<file path="config.mk">
export PLATFORM = sky130hd
export DESIGN_NAME = dual_select_rs
export DESIGN_NICKNAME = d
export VERILOG_FILES = /design/src/rtl/rs_pkg.sv /design/src/rtl/rs_slot.sv /design/src/rtl/rs_pick.sv /design/src/rtl/dual_select_rs.sv
export SDC_FILE = /design/constraint.sdc
export NUM_CORES = 2
export LEC_CHECK = 0
export BUFFER_PORTS_ARGS = -buffer_cell sky130_fd_sc_hd__buf_2
export CAP_MARGIN = 20
export CORE_MARGIN = 2
export CORE_UTILIZATION = 46
export CTS_CLUSTER_DIAMETER = 80
export DETAILED_ROUTE_END_ITERATION = 16
export SLEW_MARGIN = 5
export SYNTH_ARGS = -nofsm -noshare
export SYNTH_HDL_FRONTEND = slang
export SYNTH_HIERARCHICAL = 1
export SYNTH_SLANG_ARGS = --single-unit
</file>
<file path="constraint.sdc">
create_clock -name clk -period 9.3 [get_ports clk]
set_input_delay 0.93 -clock clk [delete_from_list [all_inputs] [get_ports clk]]
set_output_delay 0.93 -clock clk [all_outputs]
set_load 0.05 [all_outputs]
</file>
<file path="src/rtl/rs_pkg.sv">
package rs_pkg;

    typedef enum logic [1:0] {
        SLOT_EMPTY = 2'd0,
        SLOT_WAIT  = 2'd1,
        SLOT_READY = 2'd2
    } slot_st_e;

endpackage

</file>
<file path="src/rtl/rs_slot.sv">
module rs_slot
    import rs_pkg::*;
#(
    parameter int DATA_W = 32,
    parameter int TAG_W  = 6,
    parameter int OP_W   = 8,
    parameter int RK_W   = 3
) (
    input  logic              clk,
    input  logic              rst_n,
    input  logic              flush,
    input  logic              wr_en,
    input  logic [OP_W-1:0]   wr_op,
    input  logic              wr_a_have,
    input  logic [DATA_W-1:0] wr_a_val,
    input  logic [TAG_W-1:0]  wr_a_tag,
    input  logic              wr_b_have,
    input  logic [DATA_W-1:0] wr_b_val,
    input  logic [TAG_W-1:0]  wr_b_tag,
    input  logic [RK_W-1:0]   wr_rank,
    input  logic              bc_valid,
    input  logic [TAG_W-1:0]  bc_tag,
    input  logic [DATA_W-1:0] bc_data,
    input  logic              issue,
    input  logic [1:0]        rank_drop,
    output slot_st_e          st,
    output logic [RK_W-1:0]   rank,
    output logic [OP_W-1:0]   op_q,
    output logic [DATA_W-1:0] a_q,
    output logic [DATA_W-1:0] b_q
);

    localparam int PAY_W = (DATA_W > TAG_W) ? DATA_W : TAG_W;

    slot_st_e          st_q, st_n;
    logic [RK_W-1:0]   rank_q, rank_n;
    logic [OP_W-1:0]   op_n;
    logic              a_have_q, a_have_n, b_have_q, b_have_n;
    logic [PAY_W-1:0]  a_pay_q, a_pay_n, b_pay_q, b_pay_n;

    // new-entry source capture, including same-cycle broadcast bypass
    logic              wa_have, wb_have, ha_have, hb_have;
    logic [PAY_W-1:0]  wa_pay, wb_pay, ha_pay, hb_pay;

    always_comb begin
        if (wr_a_have) begin
            wa_have = 1'b1;
            wa_pay  = PAY_W'(wr_a_val);
        end else if (bc_valid && bc_tag == wr_a_tag) begin
            wa_have = 1'b1;
            wa_pay  = PAY_W'(bc_data);
        end else begin
            wa_have = 1'b0;
            wa_pay  = PAY_W'(wr_a_tag);
        end
        if (wr_b_have) begin
            wb_have = 1'b1;
            wb_pay  = PAY_W'(wr_b_val);
        end else if (bc_valid && bc_tag == wr_b_tag) begin
            wb_have = 1'b1;
            wb_pay  = PAY_W'(bc_data);
        end else begin
            wb_have = 1'b0;
            wb_pay  = PAY_W'(wr_b_tag);
        end
        // snoop for held sources
        if (!a_have_q && bc_valid && a_pay_q[TAG_W-1:0] == bc_tag) begin
            ha_have = 1'b1;
            ha_pay  = PAY_W'(bc_data);
        end else begin
            ha_have = a_have_q;
            ha_pay  = a_pay_q;
        end
        if (!b_have_q && bc_valid && b_pay_q[TAG_W-1:0] == bc_tag) begin
            hb_have = 1'b1;
            hb_pay  = PAY_W'(bc_data);
        end else begin
            hb_have = b_have_q;
            hb_pay  = b_pay_q;
        end
    end

    // next-state and field update
    always_comb begin
        st_n     = st_q;
        rank_n   = rank_q - RK_W'(rank_drop);
        op_n     = op_q;
        a_have_n = ha_have;
        a_pay_n  = ha_pay;
        b_have_n = hb_have;
        b_pay_n  = hb_pay;
        unique case (st_q)
            SLOT_EMPTY: begin
                if (wr_en) begin
                    st_n     = (wa_have && wb_have) ? SLOT_READY : SLOT_WAIT;
                    rank_n   = wr_rank;
                    op_n     = wr_op;
                    a_have_n = wa_have;
                    a_pay_n  = wa_pay;
                    b_have_n = wb_have;
                    b_pay_n  = wb_pay;
                end
            end
            SLOT_WAIT: begin
                if (ha_have && hb_have) st_n = SLOT_READY;
            end
            SLOT_READY: begin
                if (issue) st_n = SLOT_EMPTY;
            end
            default: st_n = SLOT_EMPTY;
        endcase
        if (flush) st_n = SLOT_EMPTY;
    end

    // state register
    always_ff @(posedge clk or negedge rst_n) begin
        if (!rst_n) st_q <= SLOT_EMPTY;
        else        st_q <= st_n;
    end

    // entry fields
    always_ff @(posedge clk or negedge rst_n) begin
        if (!rst_n) begin
            rank_q   <= '0;
            op_q     <= '0;
            a_have_q <= 1'b0;
            b_have_q <= 1'b0;
            a_pay_q  <= '0;
            b_pay_q  <= '0;
        end else begin
            rank_q   <= rank_n;
            op_q     <= op_n;
            a_have_q <= a_have_n;
            b_have_q <= b_have_n;
            a_pay_q  <= a_pay_n;
            b_pay_q  <= b_pay_n;
        end
    end

    assign st   = st_q;
    assign rank = rank_q;
    assign a_q  = a_pay_q[DATA_W-1:0];
    assign b_q  = b_pay_q[DATA_W-1:0];

    AST_WRITE_ONLY_EMPTY: assert property (@(posedge clk) disable iff (!rst_n)
        wr_en |-> st_q == SLOT_EMPTY);
    AST_ISSUE_ONLY_READY: assert property (@(posedge clk) disable iff (!rst_n)
        issue |-> st_q == SLOT_READY);
    AST_READY_HOLDS: assert property (@(posedge clk) disable iff (!rst_n)
        (st_q == SLOT_READY && !issue && !flush) |=> st_q == SLOT_READY);
    AST_FLUSH_EMPTIES: assert property (@(posedge clk) disable iff (!rst_n)
        flush |=> st_q == SLOT_EMPTY);

endmodule

</file>
<file path="src/rtl/rs_pick.sv">
module rs_pick #(
    parameter int NENT  = 6,
    parameter int RK_W  = 3,
    parameter int IDX_W = 3
) (
    input  logic                       clk,
    input  logic                       rst_n,
    input  logic [NENT-1:0]            rdy,
    input  logic [NENT-1:0][RK_W-1:0]  ranks,
    output logic                       g0,
    output logic [IDX_W-1:0]           idx0,
    output logic                       g1,
    output logic [IDX_W-1:0]           idx1
);

    logic [RK_W:0] older_cnt [NENT];

    // per entry: how many eligible entries are older
    always_comb begin
        for (int i = 0; i < NENT; i++) begin
            older_cnt[i] = '0;
            for (int j = 0; j < NENT; j++) begin
                if (j != i && rdy[j] && ranks[j] < ranks[i])
                    older_cnt[i] = older_cnt[i] + (RK_W+1)'(1);
            end
        end
    end

    always_comb begin
        g0   = 1'b0;
        g1   = 1'b0;
        idx0 = '0;
        idx1 = '0;
        for (int i = 0; i < NENT; i++) begin
            if (rdy[i] && older_cnt[i] == '0) begin
                g0   = 1'b1;
                idx0 = IDX_W'(i);
            end
            if (rdy[i] && older_cnt[i] == (RK_W+1)'(1)) begin
                g1   = 1'b1;
                idx1 = IDX_W'(i);
            end
        end
    end

    AST_PICK_DISTINCT: assert property (@(posedge clk) disable iff (!rst_n)
        (g0 && g1) |-> idx0 != idx1);
    AST_AGE_ORDER: assert property (@(posedge clk) disable iff (!rst_n)
        (g0 && g1) |-> ranks[idx0] < ranks[idx1]);
    AST_SECOND_NEEDS_FIRST: assert property (@(posedge clk) disable iff (!rst_n)
        g1 |-> g0);

endmodule

</file>
<file path="src/rtl/dual_select_rs.sv">
module dual_select_rs
    import rs_pkg::*;
#(
    parameter int NENT   = 6,
    parameter int DATA_W = 32,
    parameter int TAG_W  = 6,
    parameter int OP_W   = 8
) (
    input  logic              clk,
    input  logic              rst_n,
    input  logic              flush,
    input  logic              disp_valid,
    output logic              disp_ready,
    input  logic [OP_W-1:0]   disp_op,
    input  logic              disp_a_have,
    input  logic [DATA_W-1:0] disp_a_val,
    input  logic [TAG_W-1:0]  disp_a_tag,
    input  logic              disp_b_have,
    input  logic [DATA_W-1:0] disp_b_val,
    input  logic [TAG_W-1:0]  disp_b_tag,
    input  logic              bc_valid,
    input  logic [TAG_W-1:0]  bc_tag,
    input  logic [DATA_W-1:0] bc_data,
    output logic              iss0_valid,
    output logic [OP_W-1:0]   iss0_op,
    output logic [DATA_W-1:0] iss0_a,
    output logic [DATA_W-1:0] iss0_b,
    output logic              iss1_valid,
    output logic [OP_W-1:0]   iss1_op,
    output logic [DATA_W-1:0] iss1_a,
    output logic [DATA_W-1:0] iss1_b
);

    localparam int IDX_W = (NENT > 1) ? $clog2(NENT) : 1;
    localparam int RK_W  = IDX_W;
    localparam int CNT_W = $clog2(NENT + 1);

    slot_st_e                  st [NENT];
    logic [NENT-1:0][RK_W-1:0] ranks;
    logic [OP_W-1:0]           ops  [NENT];
    logic [DATA_W-1:0]         avs  [NENT];
    logic [DATA_W-1:0]         bvs  [NENT];
    logic [NENT-1:0]           rdy, wr_sel, iss_sel;
    logic [1:0]                drop [NENT];
    logic                      g0, g1, disp_fire;
    logic [IDX_W-1:0]          idx0, idx1, free_idx;
    logic [CNT_W-1:0]          occ;
    logic [RK_W-1:0]           new_rank;

    // occupancy, free slot and eligibility
    always_comb begin
        occ      = '0;
        free_idx = '0;
        for (int i = NENT - 1; i >= 0; i--) begin
            if (st[i] == SLOT_EMPTY) free_idx = IDX_W'(i);
            else                     occ = occ + CNT_W'(1);
            rdy[i] = (st[i] == SLOT_READY) && !flush;
        end
    end

    assign disp_ready = !flush && (occ != CNT_W'(NENT));
    assign disp_fire  = disp_valid && disp_ready;
    assign new_rank   = RK_W'(occ - CNT_W'(g0) - CNT_W'(g1));

    rs_pick #(.NENT(NENT), .RK_W(RK_W), .IDX_W(IDX_W)) i_pick (
        .clk(clk), .rst_n(rst_n), .rdy(rdy), .ranks(ranks),
        .g0(g0), .idx0(idx0), .g1(g1), .idx1(idx1)
    );

    for (genvar gi = 0; gi < NENT; gi++) begin : g_slot
        assign wr_sel[gi]  = disp_fire && (free_idx == IDX_W'(gi));
        assign iss_sel[gi] = (g0 && idx0 == IDX_W'(gi)) || (g1 && idx1 == IDX_W'(gi));
        assign drop[gi]    = {1'b0, (g0 && ranks[idx0] < ranks[gi])}
                           + {1'b0, (g1 && ranks[idx1] < ranks[gi])};

        rs_slot #(.DATA_W(DATA_W), .TAG_W(TAG_W), .OP_W(OP_W), .RK_W(RK_W)) i_slot (
            .clk(clk), .rst_n(rst_n), .flush(flush),
            .wr_en(wr_sel[gi]), .wr_op(disp_op),
            .wr_a_have(disp_a_have), .wr_a_val(disp_a_val), .wr_a_tag(disp_a_tag),
            .wr_b_have(disp_b_have), .wr_b_val(disp_b_val), .wr_b_tag(disp_b_tag),
            .wr_rank(new_rank),
            .bc_valid(bc_valid), .bc_tag(bc_tag), .bc_data(bc_data),
            .issue(iss_sel[gi]), .rank_drop(drop[gi]),
            .st(st[gi]), .rank(ranks[gi]),
            .op_q(ops[gi]), .a_q(avs[gi]), .b_q(bvs[gi])
        );
    end

    // issue ports
    always_comb begin
        iss0_valid = g0;
        iss0_op    = ops[idx0];
        iss0_a     = avs[idx0];
        iss0_b     = bvs[idx0];
        iss1_valid = g1;
        iss1_op    = ops[idx1];
        iss1_a     = avs[idx1];
        iss1_b     = bvs[idx1];
    end

    AST_FLUSH_DRAINS: assert property (@(posedge clk) disable iff (!rst_n)
        flush |=> occ == '0);
    AST_ONE_DISPATCH: assert property (@(posedge clk) disable iff (!rst_n)
        !flush |=> ({1'b0, occ} <= {1'b0, $past(occ)} + 1'b1));
    AST_NO_ISSUE_IN_FLUSH: assert property (@(posedge clk) disable iff (!rst_n)
        flush |-> !iss0_valid && !iss1_valid);

endmodule

</file>
==> flow_summary_export.csv <==
group,metric,value,unit
timing,rsz0062_at_grt,"false",
timing,slew_viol_final,0,
global_routing,grt_pass1_vias,30600,
global_routing,antenna_found_initial,10,
setup_path,critPathRequiredTime,8.37,ns
detailed_routing,ant_nets,0,
cts,clkSinkCount,474,
cts,numCtsBuffers,56,
layout,layout-drive-gt1-share,0.183,
logic_synthesis,synth-seq-cells,474,
layout,fin_util,0.515,
layout,final_common_cell,"nand2_1",
global_routing,track_usage,0.325,
floorplanning,die_height,280,µm
global_routing,grt.overflow.total,0,
timing,finalSetupViolCount,0,
layout,fin_nets,4006,
cts,cts_root_buffer,"clkbuf_16",
floorplanning,pin_count,276,
pwr,p_leak,0.0186,µW
detailed_routing,vias_per_cell,6.49,
setup_path,crit_fanout,46,
logic_synthesis,synth_fp_nets,3848,
timing,hold_violations,0,
detailed_routing,dr.pass1.iters,9,
global_routing,grt_start_max_net_pins,160,
timing,finClkSkew,0.0252,ns
logic_synthesis,synth_ff_type,"dfrtp_1",
layout,area_growth,11.1,%
layout,seq_area,11900,µm²
status,status,"finished, final reports clean",
detailed_routing,drc_errors,0,
detailed_routing,wire_per_inst,27.1,µm
placed_design,place_congestion,0.898,
setup_path,path_class,"reg -> out",
logic_synthesis,synthCells,3598,
setup_path,crit_path_cell_trace,"inv_1 > ha_1 > nor2b_1 > o21ai_0 > and2_1 > nand2_1 > ha_1 > o211ai_1 > o311ai_4 > ha_1 > mux2i_1 > inv_1 > ha_1 > nor4b_1 > and4b_4 > nor3_4 > nand2b_1 > nor2_4 > buf_4 > buf_4 > mux4_2 > nand2_1 > o21ai_0 > buf_2",
placed_design,io_buffers,275,
cts,postCtsSetupRepairBufs,0,
hold_path,hold_class,"in -> async",
logic_synthesis,seq_area_frac_synth,0.337,
global_routing,grt_pass1_wl,195000,µm
floorplanning,fp.dieArea,78600,µm²
detailed_routing,routed_wl,130000,µm
cts,cts_resized,0,
logic_synthesis,yosys_warnings,6,
timing,slew-limit-headroom,0.301,
setup_path,slowest_stage,"buf_4",
timing,worstMarginPinSlew,1.05,ns
setup_path,r2r-start,"g_slot[1].i_slot/st[1]",
detailed_routing,drt-initial-drc-count,4072,
flow_run,maxCapViolCount,0,
floorplanning,rows,101,
timing,finalCriticalPeriod,8.56,ns
logic_synthesis,yosys.cell_types.count,102,
pwr,peakVddDrop,0.170,mV
logic_synthesis,avgSynthCellArea,9.77,µm²
layout,multi_input_area,21100,µm²
placed_design,dp_hpwl,79500,µm
logic_synthesis,syn_area,35200,µm²
setup_path,cp-end-kind,"output pin",
cts,cts_tree,"yes",
layout,fillers,7062,
cts,htree_levels,2,
setup_path,critPathLaunchType,"flop",
floorplanning,initial_core_util,0.464,
setup_path,cpMostUsedCell,"ha_1",
cts,clk_path_buf_depth,3,
layout,final_cell_mix,"655 x nand2_1, 474 x dfrtp_1, 295 x mux2i_1",
timing,period_share,0.921,
timing,clock.fmax,117,MHz
cts,clk_pin_slew,0.06,ns
setup_path,cpPeakStageDelay,0.79,ns
pwr,power.density,264,nW/µm²
cts,clock_latency,0.65,ns
timing,tns,0,ns
floorplanning,die_w,280,µm
setup_path,rrSetupSlack,1.28,ns
cts,cts_hold_buffers,0,
setup_path,r2r-end,"g_slot[2].i_slot/rank[2]",
floorplanning,core_area,75800,µm²
logic_synthesis,async_flop_share,1.00,
logic_synthesis,synth-edff-count,0,
setup_path,worstPathArrival,7.63,ns
detailed_routing,num_vias,31100,
setup_path,r2r_cells,26,
## sequential cells by signal, indices dropped and copies added, names as in the netlist
register,cells
g_slot.i_slot/a_have_q,6
g_slot.i_slot/a_q,192
g_slot.i_slot/b_have_q,6
g_slot.i_slot/b_q,192
g_slot.i_slot/op_q,48
g_slot.i_slot/rank,18
g_slot.i_slot/st,12
## Yosys cell counts (7+ instances only)
master | number | area (µm²)
nand3_1 | 54 | 270
o2bb2ai_1 | 24 | 210
a21oi_2 | 11 | 96.3
a2111oi_1 | 9 | 90.1
fa_1 | 7 | 140
a222oi_1 | 130 | 1300
ha_1 | 114 | 1430
and2_1 | 16 | 100
a22oi_1 | 130 | 976
o22ai_1 | 14 | 87.6
nor3_1 | 18 | 90.1
nand2_1 | 655 | 2460
buf_2 | 64 | 320
and3_1 | 71 | 444
nor2b_1 | 20 | 125
buf_4 | 14 | 105
buf_1 | 32 | 120
mux2i_1 | 295 | 2950
nand2b_1 | 26 | 163
nor4_4 | 10 | 213
nor2_1 | 62 | 233
or4_1 | 8 | 60.1
a21boi_0 | 7 | 52.6
a221o_1 | 52 | 521
nand3b_1 | 10 | 75.1
nor4b_1 | 8 | 70.1
o211a_1 | 60 | 601
o21a_1 | 9 | 67.6
dfrtp_1 | 474 | 11900
a21oi_1 | 119 | 596
a211oi_1 | 19 | 143
nand4_1 | 25 | 156
or2_2 | 10 | 62.6
xnor2_1 | 114 | 998
buf_6 | 39 | 439
inv_1 | 235 | 882
clkbuf_1 | 104 | 390
nor3b_1 | 13 | 97.6
o21ai_0 | 171 | 856
xor2_1 | 59 | 517
mux4_2 | 150 | 3380
## stage by stage
step           power [µW]  instances  hold slack, ns  cell area [µm²]  worst slack [ns]
2_1_floorplan        6770       3598           0.457            35200              1.82
3_3_place_gp         7960       4674           0.476            37200             0.967
3_5_place_dp         8050       4675           0.485            37200             0.806
4_1_cts             10300       4775           0.356            39000             0.790
5_1_grt             10900       4782           0.384            39000             0.417
6_report            10300       4783           0.306            39000             0.736
## critical path: cells and delay by family, from the launching register on
family                   cells  cell delay (ns)
AO/OA/AOI/OAI                4             0.80
adder cells (fa/ha/maj)      4             1.25
buffers and inverters        5             2.05
flip-flops                   1             0.47
multiplexers                 2             0.63
AND/OR/NAND/NOR              9             1.73
## how the worst max path moves through the flow
| stage | start | endpoint | slack [ns] | cells after the start |
|---|---|---|---|---|
| finish | g_slot[4].i_slot/rank[1] | iss0_a[30] | 0.74 | 24 |
| global route | g_slot[4].i_slot/rank[1] | iss0_b[8] | 0.42 | 24 |
| CTS | g_slot[4].i_slot/rank[1] | iss0_b[8] | 0.79 | 24 |
| detailed placement | flush | g_slot[2].i_slot/rank[2] | 0.81 | 27 |
| global placement | flush | g_slot[4].i_slot/rank[2] | 0.97 | 27 |
| floorplan | flush | g_slot[2].i_slot/rank[2] | 1.82 | 31 |
## per-layer routing
layer	GRT usage	vias up	part of all wire
met5	0	-	0.00044
met1	0.449	15500	0.41
met2	0.507	1601	0.46
met4	0.143	8	0.043
li1	-	13700	-
met3	0.0500	339	0.085
## cells by family (layout without fill, tap and decap cells)
| logic type | count (synthesis) | in the layout | synth area share |
|---|---|---|---|
| AO/OA/AOI/OAI | 822 | 822 | 0.178 |
| adder cells (fa/ha/maj) | 121 | 121 | 0.0446 |
| flip-flops | 474 | 474 | 0.337 |
| AND/OR/NAND/NOR | 1054 | 1054 | 0.145 |
| multiplexers | 453 | 453 | 0.183 |
| other | 0 | 7 | 0 |
| buffers and inverters | 495 | 695 | 0.0655 |
| XOR/XNOR | 179 | 179 | 0.0469 |
## cell type report
| class | count | share of cell area |
|---|---|---|
| Antenna cell | 7 | 0.000449 |
| Clock buffer | 84 | 0.0409 |
| Clock inverter | 16 | 0.00574 |
| Inverter | 235 | 0.0227 |
| Multi-Input combinational cell | 2629 | 0.541 |
| Sequential cell | 474 | 0.304 |
| Tap cell | 978 | 0.0313 |
| Timing Repair Buffer | 360 | 0.0543 |
## power breakdown
group	total, µW	leakage, µW	switching (µW)	internal, µW
registers	3610	0.00624	778	2830
logic	4460	0.0114	2750	1710
clock network	2230	0.000889	956	1270
total	10300	0.0186	4490	5810
(Power assumes the default switching activity.)
